File: src/rtl/ptp_wave_pkg.sv
package ptp_wave_pkg;
  localparam int unsigned NS_PER_SEC = 1_000_000_000;

  typedef enum logic [1:0] {
    ACT_IDLE  = 2'd0,
    ACT_CLOCK = 2'd1,
    ACT_RSV2  = 2'd2,
    ACT_RSV3  = 2'd3
  } pin_act_e;

  localparam logic [1:0] SYNC_PPS = 2'd3;

  typedef enum logic [1:0] {
    MODE_OFF  = 2'd0,
    MODE_FREE = 2'd1,
    MODE_PPS  = 2'd2
  } pin_mode_e;

  typedef enum logic [1:0] {
    PPS_WAIT_SEC = 2'd0,
    PPS_ARMED    = 2'd1,
    PPS_PULSE    = 2'd2
  } pps_st_e;
endpackage

File: src/rtl/ptp_wave_dom_sel.sv
module ptp_wave_dom_sel
  import ptp_wave_pkg::*;
#(
  parameter int N_DOM = 3,
  parameter int NS_W  = 30,
  parameter int SEL_W = 2
) (
  input  logic                    clk_i,
  input  logic                    rst_ni,
  input  logic [SEL_W-1:0]        sel_i,
  input  logic [N_DOM*NS_W-1:0]   ns_flat_i,
  input  logic [N_DOM-1:0]        sec_i,
  output logic                    ok_o,
  output logic [NS_W-1:0]         ns_o,
  output logic                    sec_o,
  output logic [NS_W:0]           step_o
);
  localparam logic [NS_W:0]  SEC_NS = (NS_W+1)'(NS_PER_SEC);
  localparam logic [SEL_W:0] DOM_LIM = (SEL_W+1)'(N_DOM);

  logic [NS_W-1:0] ns_arr [N_DOM];
  logic [NS_W-1:0] prev_q;

  for (genvar g = 0; g < N_DOM; g++) begin : g_unpack
    assign ns_arr[g] = ns_flat_i[g*NS_W +: NS_W];
  end

  always_comb begin
    ns_o  = '0;
    sec_o = 1'b0;
    for (int i = 0; i < N_DOM; i++) begin
      if (sel_i == SEL_W'(i)) begin
        ns_o  = ns_arr[i];
        sec_o = sec_i[i];
      end
    end
  end

  assign ok_o = ({1'b0, sel_i} < DOM_LIM);

  always_ff @(posedge clk_i or negedge rst_ni) begin
    if (!rst_ni) prev_q <= '0;
    else         prev_q <= ns_o;
  end

  // elapsed ns since last cycle, modulo one second
  always_comb begin
    if (ns_o >= prev_q) step_o = {1'b0, ns_o} - {1'b0, prev_q};
    else                step_o = {1'b0, ns_o} + SEC_NS - {1'b0, prev_q};
  end
endmodule

File: src/rtl/ptp_wave_free.sv
module ptp_wave_free #(
  parameter int NS_W = 30
) (
  input  logic            clk_i,
  input  logic            rst_ni,
  input  logic            run_i,
  input  logic            restart_i,
  input  logic [NS_W:0]   step_i,
  input  logic [NS_W-1:0] low_i,
  input  logic [NS_W-1:0] high_i,
  output logic            level_o
);
  logic            phase_q;
  logic [NS_W:0]   acc_q;
  logic [NS_W+1:0] acc_n;
  logic [NS_W+1:0] len;

  always_comb begin
    len   = {2'b00, (phase_q ? high_i : low_i)};
    acc_n = {1'b0, acc_q} + {1'b0, step_i};
  end

  always_ff @(posedge clk_i or negedge rst_ni) begin
    if (!rst_ni) begin
      phase_q <= 1'b0;
      acc_q   <= '0;
    end else if (!run_i || restart_i || high_i == '0) begin
      phase_q <= 1'b0;
      acc_q   <= '0;
    end else if (acc_n >= len) begin
      phase_q <= !phase_q;
      acc_q   <= (NS_W+1)'(acc_n - len);
    end else begin
      acc_q   <= acc_n[NS_W:0];
    end
  end

  assign level_o = phase_q;
endmodule

File: src/rtl/ptp_wave_pps.sv
module ptp_wave_pps
  import ptp_wave_pkg::*;
#(
  parameter int NS_W = 30
) (
  input  logic            clk_i,
  input  logic            rst_ni,
  input  logic            run_i,
  input  logic            restart_i,
  input  logic            sec_i,
  input  logic [NS_W-1:0] ns_i,
  input  logic [NS_W:0]   step_i,
  input  logic [NS_W-1:0] phase_i,
  input  logic [NS_W-1:0] width_i,
  output logic            level_o
);
  pps_st_e         st_q;
  logic [NS_W:0]   acc_q;
  logic [NS_W+1:0] acc_n;
  logic            hit;
  logic            wide;

  assign acc_n = {1'b0, acc_q} + {1'b0, step_i};
  assign hit   = (ns_i >= phase_i);
  assign wide  = (width_i != '0);

  always_ff @(posedge clk_i or negedge rst_ni) begin
    if (!rst_ni) begin
      st_q  <= PPS_WAIT_SEC;
      acc_q <= '0;
    end else if (!run_i || restart_i) begin
      st_q  <= PPS_WAIT_SEC;
      acc_q <= '0;
    end else begin
      unique case (st_q)
        PPS_WAIT_SEC: begin
          acc_q <= '0;
          if (sec_i) st_q <= (hit && wide) ? PPS_PULSE : PPS_ARMED;
        end
        PPS_ARMED: begin
          acc_q <= '0;
          if (hit) st_q <= wide ? PPS_PULSE : PPS_WAIT_SEC;
        end
        PPS_PULSE: begin
          if (!wide || acc_n >= {2'b00, width_i}) begin
            st_q  <= PPS_WAIT_SEC;
            acc_q <= '0;
          end else begin
            acc_q <= acc_n[NS_W:0];
          end
        end
        default: begin
          st_q  <= PPS_WAIT_SEC;
          acc_q <= '0;
        end
      endcase
    end
  end

  assign level_o = (st_q == PPS_PULSE);
endmodule

File: src/rtl/ptp_pin_wavegen.sv
module ptp_pin_wavegen
  import ptp_wave_pkg::*;
#(
  parameter int N_DOM = 3,
  parameter int NS_W  = 30,
  localparam int SEL_W = (N_DOM > 1) ? $clog2(N_DOM) : 1
) (
  input  logic                  clk_i,
  input  logic                  rst_ni,
  input  logic [1:0]            action_i,
  input  logic [1:0]            sync_i,
  input  logic [SEL_W-1:0]      dom_sel_i,
  input  logic [NS_W-1:0]       low_ns_i,
  input  logic [NS_W-1:0]       high_ns_i,
  input  logic [N_DOM*NS_W-1:0] dom_ns_i,
  input  logic [N_DOM-1:0]      dom_sec_i,
  output logic                  pin_o
);
  logic             sel_ok;
  logic [NS_W-1:0]  sel_ns;
  logic             sel_sec;
  logic [NS_W:0]    step_ns;

  logic [1:0]       act_q, sync_q;
  logic [SEL_W-1:0] dom_q;
  pin_mode_e        mode_q, mode_d;
  logic             restart;
  logic             free_lvl, pps_lvl;

  ptp_wave_dom_sel #(.N_DOM(N_DOM), .NS_W(NS_W), .SEL_W(SEL_W)) u_dom (
    .clk_i     (clk_i),
    .rst_ni    (rst_ni),
    .sel_i     (dom_sel_i),
    .ns_flat_i (dom_ns_i),
    .sec_i     (dom_sec_i),
    .ok_o      (sel_ok),
    .ns_o      (sel_ns),
    .sec_o     (sel_sec),
    .step_o    (step_ns)
  );

  assign restart = (action_i != act_q) || (sync_i != sync_q) || (dom_sel_i != dom_q);

  always_comb begin
    mode_d = MODE_OFF;
    if (action_i == ACT_CLOCK && sel_ok)
      mode_d = (sync_i == SYNC_PPS) ? MODE_PPS : MODE_FREE;
  end

  always_ff @(posedge clk_i or negedge rst_ni) begin
    if (!rst_ni) begin
      act_q  <= ACT_IDLE;
      sync_q <= '0;
      dom_q  <= '0;
      mode_q <= MODE_OFF;
    end else begin
      act_q  <= action_i;
      sync_q <= sync_i;
      dom_q  <= dom_sel_i;
      mode_q <= mode_d;
    end
  end

  ptp_wave_free #(.NS_W(NS_W)) u_free (
    .clk_i     (clk_i),
    .rst_ni    (rst_ni),
    .run_i     (mode_d == MODE_FREE),
    .restart_i (restart),
    .step_i    (step_ns),
    .low_i     (low_ns_i),
    .high_i    (high_ns_i),
    .level_o   (free_lvl)
  );

  ptp_wave_pps #(.NS_W(NS_W)) u_pps (
    .clk_i     (clk_i),
    .rst_ni    (rst_ni),
    .run_i     (mode_d == MODE_PPS),
    .restart_i (restart),
    .sec_i     (sel_sec),
    .ns_i      (sel_ns),
    .step_i    (step_ns),
    .phase_i   (low_ns_i),
    .width_i   (high_ns_i),
    .level_o   (pps_lvl)
  );

  always_comb begin
    unique case (mode_q)
      MODE_FREE: pin_o = free_lvl;
      MODE_PPS:  pin_o = pps_lvl;
      default:   pin_o = 1'b0;
    endcase
  end
endmodule

File: config.mk
export PLATFORM = sky130hd
export DESIGN_NAME = ptp_pin_wavegen
export DESIGN_NICKNAME = d
export VERILOG_FILES = /design/src/rtl/ptp_wave_pkg.sv /design/src/rtl/ptp_wave_dom_sel.sv /design/src/rtl/ptp_wave_free.sv /design/src/rtl/ptp_wave_pps.sv /design/src/rtl/ptp_pin_wavegen.sv
export SDC_FILE = /design/constraint.sdc
export NUM_CORES = 1
export LEC_CHECK = 0
export BUFFER_PORTS_ARGS = -buffer_cell sky130_fd_sc_hd__buf_4
export CAP_MARGIN = 20
export CORE_MARGIN = 4
export CORE_UTILIZATION = 40
export DETAILED_ROUTE_END_ITERATION = 10
export PLACE_DENSITY = 0.58
export SYNTH_ARGS = -nofsm -noshare
export SYNTH_HDL_FRONTEND = slang
export SYNTH_SLANG_ARGS = --single-unit
File: constraint.sdc
create_clock -name clk_i -period 9.2 [get_ports clk_i]
set_input_delay 1.84 -clock clk_i [delete_from_list [all_inputs] [get_ports clk_i]]
set_output_delay 1.84 -clock clk_i [all_outputs]
set_load 0.01 [all_outputs]
# == Word level (Yosys, flattened, before mapping) ==
# Index checks and enable logic that the tools add are counted.
# Widths: inputs -> output; s select.
# word_totals
reg_bits,103
latch_bits,0
ramBits,0
mem_bits_ro,0
inputBits,161
output_inout_bits,1
elab_cells,79
n_memories,0
# classes
add_sub_neg,6
multipliers,0
div_mod_pow,0
order_cmp,5
n_eq_ne,16
n_shift,0
mux,25
bitwise,0
n_reduce_logical,18
# ops
cell,count
$mux 31,6
$mux 30,4
$add 31x31->32,2
$ge 32x30->1,2
$sub 31x30->31,2
$ge 30x30->1,2
$add 30x30->31 const B,1
$sub 30x30->31,1
$logic_not 30->1,1
$reduce_bool 30->1,1
$mux 2,8
$eq 2x1->1 const B,5
$eq 2x2->1 const B,5
$logic_or 1x1->1,6
$ne 2x2->1,3
$ne 3x1->1 const B,2
$pmux 2 s3,1
$mux 1,5
$logic_not 1->1,4
$logic_not 2->1,2
$ne 3x2->1 const B,1
$reduce_and 3->1,1
$logic_and 1x1->1,2
$lt 2x2->1 const B,1
other kinds (2),2

# == Depth between registers and ports, before layout ==
# Gate-level depths: netlist of the first run.
# depth
word_depth,13
mapped_depth,45

# == Hierarchy ==
# From an unflattened synthesis of the first run, not the netlist that was laid out.
# unflattened
hier_cells,1861
area_unflattened_um2,15063.2
# by_module_without_submodules
mod,instances,cells_each,area_per_inst_um2
ptp_wave_dom_sel,1,709,5479.0
ptp_wave_free,1,603,4768.3
ptp_wave_pps,1,523,4488.1
ptp_pin_wavegen,1,26,327.8

# == Worst setup path before layout of the first run ==
# OpenSTA, ideal clock, no wires.
# synth_path
path_kind,input to register
start,input port dom_sel_i[0]
end,register u_free.acc_q[3]
setup_time_ps,132
arrival_time_ps,9616
required_ps,9068
slack_ps,-548
stages,40
cell_sequence,clkbuf_1 > buf_1 > mux2i_1 > o21ai_0 > ha_1 > inv_1 > fa_1 > a21boi_0 > a31oi_1 > o211ai_1 > a21o_1 > a21oi_1 > o21ai_1 > o21ai_0 > a21oi_1 > a21oi_2 > clkbuf_1 > o21ai_0 > [4 not listed] > nor2b_1 > o21ai_0 > nand2b_1 > a221o_1 > a21oi_1 > xnor2_1 > ha_1 > a21o_1 > a21o_1 > a211oi_1 > o21a_1 > o21ai_0 > nand3_1 > nand3_1 > a21oi_4 > buf_6 > mux2i_1 > nor2_1
# synth_between
elab_chain_len,11
elab_cells_between_ends,25
classes_between,add/sub (5); order compare (3); eq/ne (4); mux (7); reduce/logical (6)
# synth_lines
item,line_no,rtl
start: declaration,ptp_pin_wavegen.sv:12,"input logic [SEL_W-1:0] dom_sel_i,"
$logic_not 2->1,ptp_wave_dom_sel.sv:32,if (sel_i == SEL_W'(i)) begin
$mux 30 (2 in a row),ptp_wave_dom_sel.sv:32,
$mux 30 (*),ptp_wave_dom_sel.sv:32,
named net sel_ns[5],ptp_pin_wavegen.sv:20,logic [NS_W-1:0] sel_ns;
$add 30x30->31,ptp_wave_dom_sel.sv:49,"else step_o = {1'b0, ns_o} + SEC_NS - {1'b0, prev_q};"
$sub 31x30->31,ptp_wave_dom_sel.sv:49,
$mux 31 (*),ptp_wave_dom_sel.sv:48,"if (ns_o >= prev_q) step_o = {1'b0, ns_o} - {1'b0, prev_q};"
$add 31x31->32 (*),ptp_wave_free.sv:20,"acc_n = {1'b0, acc_q} + {1'b0, step_i};"
$ge 32x30->1,ptp_wave_free.sv:30,end else if (acc_n >= len) begin
$mux 31 (*),ptp_wave_free.sv:30,
$mux 31 (*),ptp_wave_free.sv:27,end else if (!run_i || restart_i || high_i == '0) begin
end signal: assignment,ptp_wave_free.sv:32,acc_q <= (NS_W+1)'(acc_n - len);
end signal: assignment,ptp_wave_free.sv:34,acc_q <= acc_n[NS_W:0];
end: declaration,ptp_wave_free.sv:14,logic [NS_W:0] acc_q;
# The timed path passes the listed nets; every way through them passes the cells marked *.
# A chain may end at the register's enable or synchronous reset.

# == Worst setup path in the final report of the first run ==
# layout_path
start,input port dom_sel_i[0]
end,register u_pps.acc_q[29]
# layout_between
elab_chain_len,13
elab_cells_between_ends,25
classes_between,add/sub (4); order compare (3); eq/ne (4); mux (8); reduce/logical (6)
# layout_lines
item,line_no,rtl
$logic_not 2->1,ptp_wave_dom_sel.sv:32,
$mux 30 (2 in a row),ptp_wave_dom_sel.sv:32,
$mux 30 (*),ptp_wave_dom_sel.sv:32,
named net sel_ns[4],ptp_pin_wavegen.sv:20,
$add 30x30->31,ptp_wave_dom_sel.sv:49,
$sub 31x30->31,ptp_wave_dom_sel.sv:49,
$mux 31 (*),ptp_wave_dom_sel.sv:48,
$add 31x31->32 (*),ptp_wave_pps.sv:23,"assign acc_n = {1'b0, acc_q} + {1'b0, step_i};"
$ge 32x30->1,ptp_wave_pps.sv:45,"if (!wide || acc_n >= {2'b00, width_i}) begin"
$logic_or 1x1->1,ptp_wave_pps.sv:45,
$mux 31 (*),ptp_wave_pps.sv:45,
$mux 31 (*),ptp_wave_pps.sv:35,unique case (st_q)
$mux 31 (*),ptp_wave_pps.sv:31,end else if (!run_i || restart_i) begin
end signal: assignment,ptp_wave_pps.sv:49,acc_q <= acc_n[NS_W:0];
end: declaration,ptp_wave_pps.sv:18,logic [NS_W:0] acc_q;
# Marked as above.

==> results.md, run 1 <==
- Status: completed
- Worst Setup Start Kind: primary input
- Ports: 162
- Reg2Reg Depth: 40
- Final setup fails: 0
- Worst R2R Start: u_dom.prev_q[5]
- YS warnings: 0
- Initial antenna violation count: 0
- Root cell of the clock tree: clkbuf_16
- Num CTS Buffers: 9
- CP endpoint: u_pps.acc_q[29]
- Finished Core Util: 0.556
- Routed wire length: 47200 um
- Share of layout cells above drive strength 1: 0.286
- Max frequency: roughly 110 MHz
- Crit path largest cell delay: 0.47 ns
- 1st-iter DRT viols: 704
- CTS clk-pin slew, worst paths: approximately 0.070 ns
- Fillers: 3220
- Relative slew slack: 0.333
- Area fraction of the dominant cell type after synthesis: 0.202
- Distinct cells, synth: 83
- Leak: 0.00979 uW
- Final std cell area, no fill: 19300 um2
- Vias in the first global route: 14000
- Drt via density: 5.29
- Overall Global Routing Usage: 0.236
- H-tree levels: 3
- Fin. Hold Viols: 0
- Setup_tns: 0 ns
- TritonCTS Sinks: 103
- First-pass GRT wire length: around 73000 um
- Kind of critical path: in -> reg
- Largest net degree at the start of global routing: between 60 and 70
- Number of synthesized flops with an enable pin: 0
- Dominant cells by area after synthesis: ha_1 (20%), dfrtp_1 (18%), mux2i_1 (6.5%)
- Prevailing post-synth register cell: dfrtp_1
- CP Max Fanout: 11
- Cell taking the most area after synthesis: ha_1
- Total power: 4190 uW
- Final Cycle Share: 0.979
- Maxcap violations: 0
- Setup crit end kind: register
- Die Width: approximately 200 um
- Worst Path Required: 9.51 ns
- Remaining routing DRC violations: 0
- Skew-Pair Late Insertion Delay: roughly 0.38 ns
- Worst-margin pin slew: 1.00 ns
- Initial Utilization: 0.407
- CP Launch Point: dom_sel_i[0]
- Netlist Area Pre-Place: 14100 um2
- Sequential element share of the synthesized area: 0.183
- Peak supply drop: between 0.1 and 0.15 mV
- Post-route ant nets: 0
- Power Density: around 220 nW/um2
- Slew Limit Fails: 0
- Core Region: 34600 um2
- ANT cells: 0
- Clk buf depth: 2
- Routed len/inst: 17.7 um
- Drt pass-1 iters: 5
- Final Wtd Congestion: 0.933
- Number of port buffers: 161
- Detailed placement HPWL: 39100 um
- Async SR Flop Fraction: 1.00
- Area Overhead vs Synth: 36.7%
- Die area: around 38000 um2
- Hold path start: u_pps.st_q[1]
- Gr ovfl total: 0
- Via count: around 14000
- Die Ht: approximately 200 um
- Post-Syn Instances: 1738
- Site Rows: 68
- Post-DP Area: 18100 um2
- Reg-to-reg setup timing slack: 1.85 ns
- Reg2reg end: u_pps.acc_q[29]
- Min Tclk post-route: ~9 ns
- Seq cells post-synth: 103
- Final Hold Slack: 0.572 ns
- Mean Syn Cell Area: a little over 8 um2
- Syn Nets: 2148
- Worst hold path class: reg -> reg
- Number of nets in the layout: ~2600
- CP max-delay cell: a2111oi_4
- Worst Skew: around 0.0093 ns
- Crit path DAT: roughly 9.3 ns
- CTS tree: yes
## cells in the final DEF, fill, tap and decap left out, types with 11 or more instances in the layout
master       n
nand2b_1    23
o21a_1      14
inv_1      177
dfrtp_1    102
a211oi_1    12
xor2_1      40
a21o_1      54
clkbuf_16   12
o21ai_1     31
nand3_1     21
a31oi_1     13
ha_1       218
nand2_1    129
o21ai_2     13
a21oi_2     26
nor2b_1     24
xnor2_1     87
nor2_1     139
a21oi_1    122
nor3_1      24
mux2i_1     88
o21ai_0     80
and3_1      11
and2_1      34
o211ai_1    16
fa_1        18
o21bai_1    16
nand4_1     21
buf_4      479
## per-stage QoR
step / instances / setup slack, ns
3_5_place_dp: 2627 / -0.444
2_1_floorplan: 1738 / 0.00462
4_1_cts: 2643 / 0.0151
5_1_grt: 2674 / -0.102
6_report: 2674 / 0.190
3_3_place_gp: 2627 / -0.331
## how the worst min path moves through the flow
stage | end | depth (start not counted)
detailed placement | u_pps.st_q[0] | 2
floorplan | u_pps.st_q[0] | 2
global route | u_pps.st_q[0] | 2
finish | u_pps.st_q[0] | 2
global placement | u_pps.st_q[0] | 2
CTS | u_pps.st_q[0] | 2
## where the power goes
group | internal [uW] | switching [uW]
logic | 1610 | 1680
registers | 466 | 8.29
clock network | 234 | 194
## synthesized netlist by cell type, drive strengths merged, types with 3 or more instances
library cell,number
o31ai,6
a221o,3
nand3,22
o211ai,16
a2111oi,7
clkbuf,19
fa,21
nand3b,5
or3,9
a211o,3
a21boi,4
xor2,44
nor2,141
o21a,14
a311oi,3
and2,34
o21ai,125
dfrtp,103
buf,12
o2111ai,3
nor3,27
a31oi,16
a21o,54
a211oi,18
and3,12
mux2i,91
o21bai,16
a21oi,151
nor2b,27
nor4,13
inv,179
xnor2,93
ha,228
mux2,3
or2,5
nand4,21
nand2b,23
nand2,129
and4,4
a221oi,3
## critical path: cells and delay by family
| kind | cells | cell delay [ns] |
|---|---|---|
| fa+ha+maj | 3 | 0.85 |
| compound gates | 19 | 3.57 |
| buf+inv | 10 | 1.51 |
| mux | 1 | 0.24 |
| simple gates | 9 | 1.15 |
| xor+xnor | 1 | 0.15 |
## cells by family after synthesis
family,Yosys count,synth area share
XOR/XNOR,137,0.0852
flip-flops,103,0.183
multiplexers,94,0.0670
AND/OR/NAND/NOR,482,0.167
other,1,0.000266
adder cells (fa/ha/maj),249,0.232
AO/OA/AOI/OAI,462,0.206
buffers and inverters,210,0.0592
## sequential cells by signal, summed over array words and instances (netlist names)
signal          count
u_free.acc_q       31
u_dom.prev_q       30
u_pps.st_q          2
u_free.level_o      1
act_q               2
u_pps.acc_q        31
dom_q               2
mode_q              2
sync_q              2
## routing by layer
layer	share of wire	up-vias	track usage	wire (um)
met5	0	-	0	0
li1	-	7069	-	-
met2	0.45	284	0.383	21400
met4	0.029	0	0.0719	1390
met1	0.48	6729	0.336	22600
met3	0.039	58	0.0215	1820
## cell type report
type                            count  area [um2]  area share
Timing Repair Buffer              496        3860       0.201
Clock inverter                      2        37.5     0.00195
Clock buffer                       14         274      0.0142
Multi-Input combinational cell   1425       11300       0.585
Tap cell                          455         569      0.0296
Sequential cell                   103        2580       0.134
Inverter                          179         672      0.0349
## repair_timing
item                                    CTS  global route
endpoints found under the setup margin   58            63
pin swaps                                 1            49
buffers inserted                          0            28
gates cloned                              0             4
hold buffers                              0             0
resized for setup                         3           143
Power figures use the tool's default switching activity.
==> run 2, diff against run 1 <==
--- a/config.mk
+++ b/config.mk
@@ -5,7 +5,7 @@
 export SDC_FILE = /design/constraint.sdc
 export NUM_CORES = 1
 export LEC_CHECK = 0
-export BUFFER_PORTS_ARGS = -buffer_cell sky130_fd_sc_hd__buf_4
+export BUFFER_PORTS_ARGS = -buffer_cell sky130_fd_sc_hd__clkbuf_2
 export CAP_MARGIN = 20
 export CORE_MARGIN = 4
 export CORE_UTILIZATION = 40
@@ -13,4 +13,5 @@
 export PLACE_DENSITY = 0.58
 export SYNTH_ARGS = -nofsm -noshare
 export SYNTH_HDL_FRONTEND = slang
+export SYNTH_HIERARCHICAL = 1
 export SYNTH_SLANG_ARGS = --single-unit
==> results.md, run 2 <==
- Status: completed
- CTS clk-pin slew, worst paths: 0.08 ns
- Worst-margin pin slew: 0.955 ns
- Gr ovfl total: 0
- Reg2reg end: u_free/acc_q[27]
- Cell taking the most area after synthesis: ha_1
- 1st-iter DRT viols: 1051
- Core Region: 36900 um2
- Async SR Flop Fraction: 1.00
- Crit path DAT: about 9.1 ns
- Leading cell type in the layout, fill and taps excluded: ha_1
- Worst R2R Start: u_dom/prev_q[3]
- Leak: about 0.009 uW
- CTS Hold Bufs: 0
- Ports: 162
- Seq cells post-synth: 103
- Slew Limit Fails: 0
- H-tree levels: 3
- Peak supply drop: 0.123 mV
- CP max-delay cell: o21ai_0
- ANT cells: 0
- Drt pass-1 iters: 6
- Final setup fails: 0
- Top Family by Delay on Critical Path: compound AO/OA/AOI/OAI gates
- YS warnings: 6
- Detailed placement HPWL: 42300 um
- Prevailing post-synth register cell: dfrtp_1
- Biggest regs: u_free/acc_q x31, u_pps/acc_q x31, u_dom/prev_q x30
- Die Ht: 202 um
- Routed len/inst: between 15 and 20 um
- Number of nets in the layout: around 2600
- Worst Skew: 0.0174 ns
- Synth Area in Simple Gates: 0.193
- Post-route ant nets: 0
- Sequential element share of the synthesized area: 0.171
- Synth Area in Adders: 0.212
- Total power: roughly 3800 uW
- Multiplexer share of the synthesized area: 0.0474
- Final Cycle Share: 0.959
- Share of layout cells above drive strength 1: 0.211
- Post-Syn Instances: 1861
- CTS tree: yes
- Area Overhead vs Synth: 20.3%
- Fin. Hold Viols: 0
- Die Width: 202 um
- Num CTS Buffers: 9
- Site Rows: 70
- Final std cell area, no fill: 18100 um2
- Remaining routing DRC violations: 0
- Hold path endpoint: u_pps/st_q[0]
- Skew-Pair Late Insertion Delay: 0.37 ns
- Worst Path Required: 9.49 ns
- Synth Area in Compound Gates: 0.233
- Most frequent cells in the layout: ha_1 (218), inv_1 (187), buf_4 (178)
- Reg-to-reg setup timing slack: 2.10 ns
- Root cell of the clock tree: clkbuf_16
- Distinct cells, synth: 95
- Hold path start: u_pps/st_q[1]
- Crit path largest cell delay: ~0.52 ns
- Syn Nets: 2265
- Number of port buffers: 161
- Post-DP Area: 17700 um2
- Clk buf depth: 2
- Vias in the first global route: between 10000 and 15000
- Overall Global Routing Usage: 0.236
- Initial antenna violation count: 0
- Maxcap violations: 0
- Via count: 14800
- Initial Utilization: 0.409
- Hold Path Depth: 2
- Relative slew slack: 0.363
- Netlist Area Pre-Place: 15100 um2
- Kind of critical path: in -> reg
- Largest net degree at the start of global routing: 70
- Drt via density: 5.52
- TritonCTS Sinks: 103
- Power Density: between 200 and 250 nW/um2
- Mean Syn Cell Area: 8.09 um2
- Post-Synth XOR/XNOR Area: 0.0768
- Dominant cells by area after synthesis: ha_1 (19%), dfrtp_1 (17%), xnor2_1 (5.3%)
- Routed wire length: approximately 50000 um
- Main combinational cell family by area after synthesis: compound AO/OA/AOI/OAI gates
- Number of synthesized flops with an enable pin: 0
- Setup crit end kind: register
- Max frequency: around 110 MHz
- Reg2Reg Depth: 29
- Buf+Inv Stages, Crit Path: 7
- Worst hold path class: reg -> reg
- Min Tclk post-route: 8.82 ns
- Final Wtd Congestion: 0.972
- Area fraction of the dominant cell type after synthesis: 0.185
- Die area: roughly 40000 um2
- Setup_tns: 0 ns
- Top-count cell post-synth: ha_1
- Finished Core Util: 0.491
- Synth cell count leaders: ha_1 (223), inv_1 (187), nand2_1 (172)
- CP Max Fanout: 14
- Worst Setup Start Kind: primary input
- First-pass GRT wire length: 77900 um
[run 2: changes by cell type after synthesis, sizes merged, moves of 11 or more]
cell,previous run,this run
nor2,141,103
and2,34,8
nand2,129,172
nand3,22,42
mux2i,91,68
nor3b,2,29
o21ai,125,103
o21a,14,25
buf,12,25
[run 2: worst reg2reg max path, delay by kind of cell, from the launching register on]
family          cells  cell delay [ns]
simple gates        7             1.58
buf+inv             3             0.38
compound gates     14             3.00
fa+ha+maj           4             1.48
xor+xnor            1             0.18
flops               1             0.42
[run 2: routing by layer]
metal | track usage | part of all wire | vias to the layer above
met3 | 0.0279 | 0.046 | 57
li1 | - | - | 7301
met5 | 0 | 0 | -
met2 | 0.385 | 0.45 | 391
met1 | 0.335 | 0.48 | 7017
met4 | 0.0574 | 0.022 | 0
[run 2: kinds of logic after synthesis]
group	after synthesis
xor+xnor	132
other cells	1
mux	71
fa+ha+maj	243
compound gates	527
simple gates	546
buf+inv	238
flops	103
[run 2: repair_timing]
action | 4_1_cts | 5_1_grt
gates cloned | 0 | 0
buffers inserted | 0 | 2
resized for setup | 1 | 36
pin swaps | 0 | 8
setup endpoints to repair | 31 | 63
[run 2: power breakdown]
part           leakage (uW)  switching (uW)  internal (uW)
Sequential          0.00137            8.68            466
Clock              0.000153             200            228
Combinational       0.00743            1640           1280
Total               0.00896            1850           1970
[run 2: how the worst max path moves through the flow]
stage	from	cells past startpoint	slack [ns]	endpoint
after floorplan	dom_sel_i[1]	36	0.008	u_free/acc_q[20]
after global placement	dom_sel_i[1]	33	-0.60	u_free/acc_q[20]
after detailed placement	dom_sel_i[1]	34	-0.58	u_free/acc_q[15]
after CTS	dom_sel_i[1]	34	0.02	u_free/acc_q[8]
after global routing	dom_sel_i[1]	36	-0.003	u_free/acc_q[6]
final	dom_sel_i[1]	34	0.38	u_free/acc_q[27]
[run 2: final cells by class]
type,count,area [um2]
Clock buffer,12,256
Clock inverter,4,52.6
Fill cell,3625,18800
Inverter,187,702
Multi-Input combinational cell,1520,11600
Sequential cell,103,2580
Tap cell,504,631
Timing Repair Buffer,347,2310
[run 2: stage by stage]
stage | hold WS (ns) | setup WS [ns] | std cells
after floorplan | 0.501 | 0.00803 | 1861
after global placement | 0.512 | -0.599 | 2659
after detailed placement | 0.531 | -0.579 | 2659
after CTS | 0.545 | 0.0247 | 2675
after global routing | 0.576 | -0.00336 | 2677
final | 0.554 | 0.379 | 2677
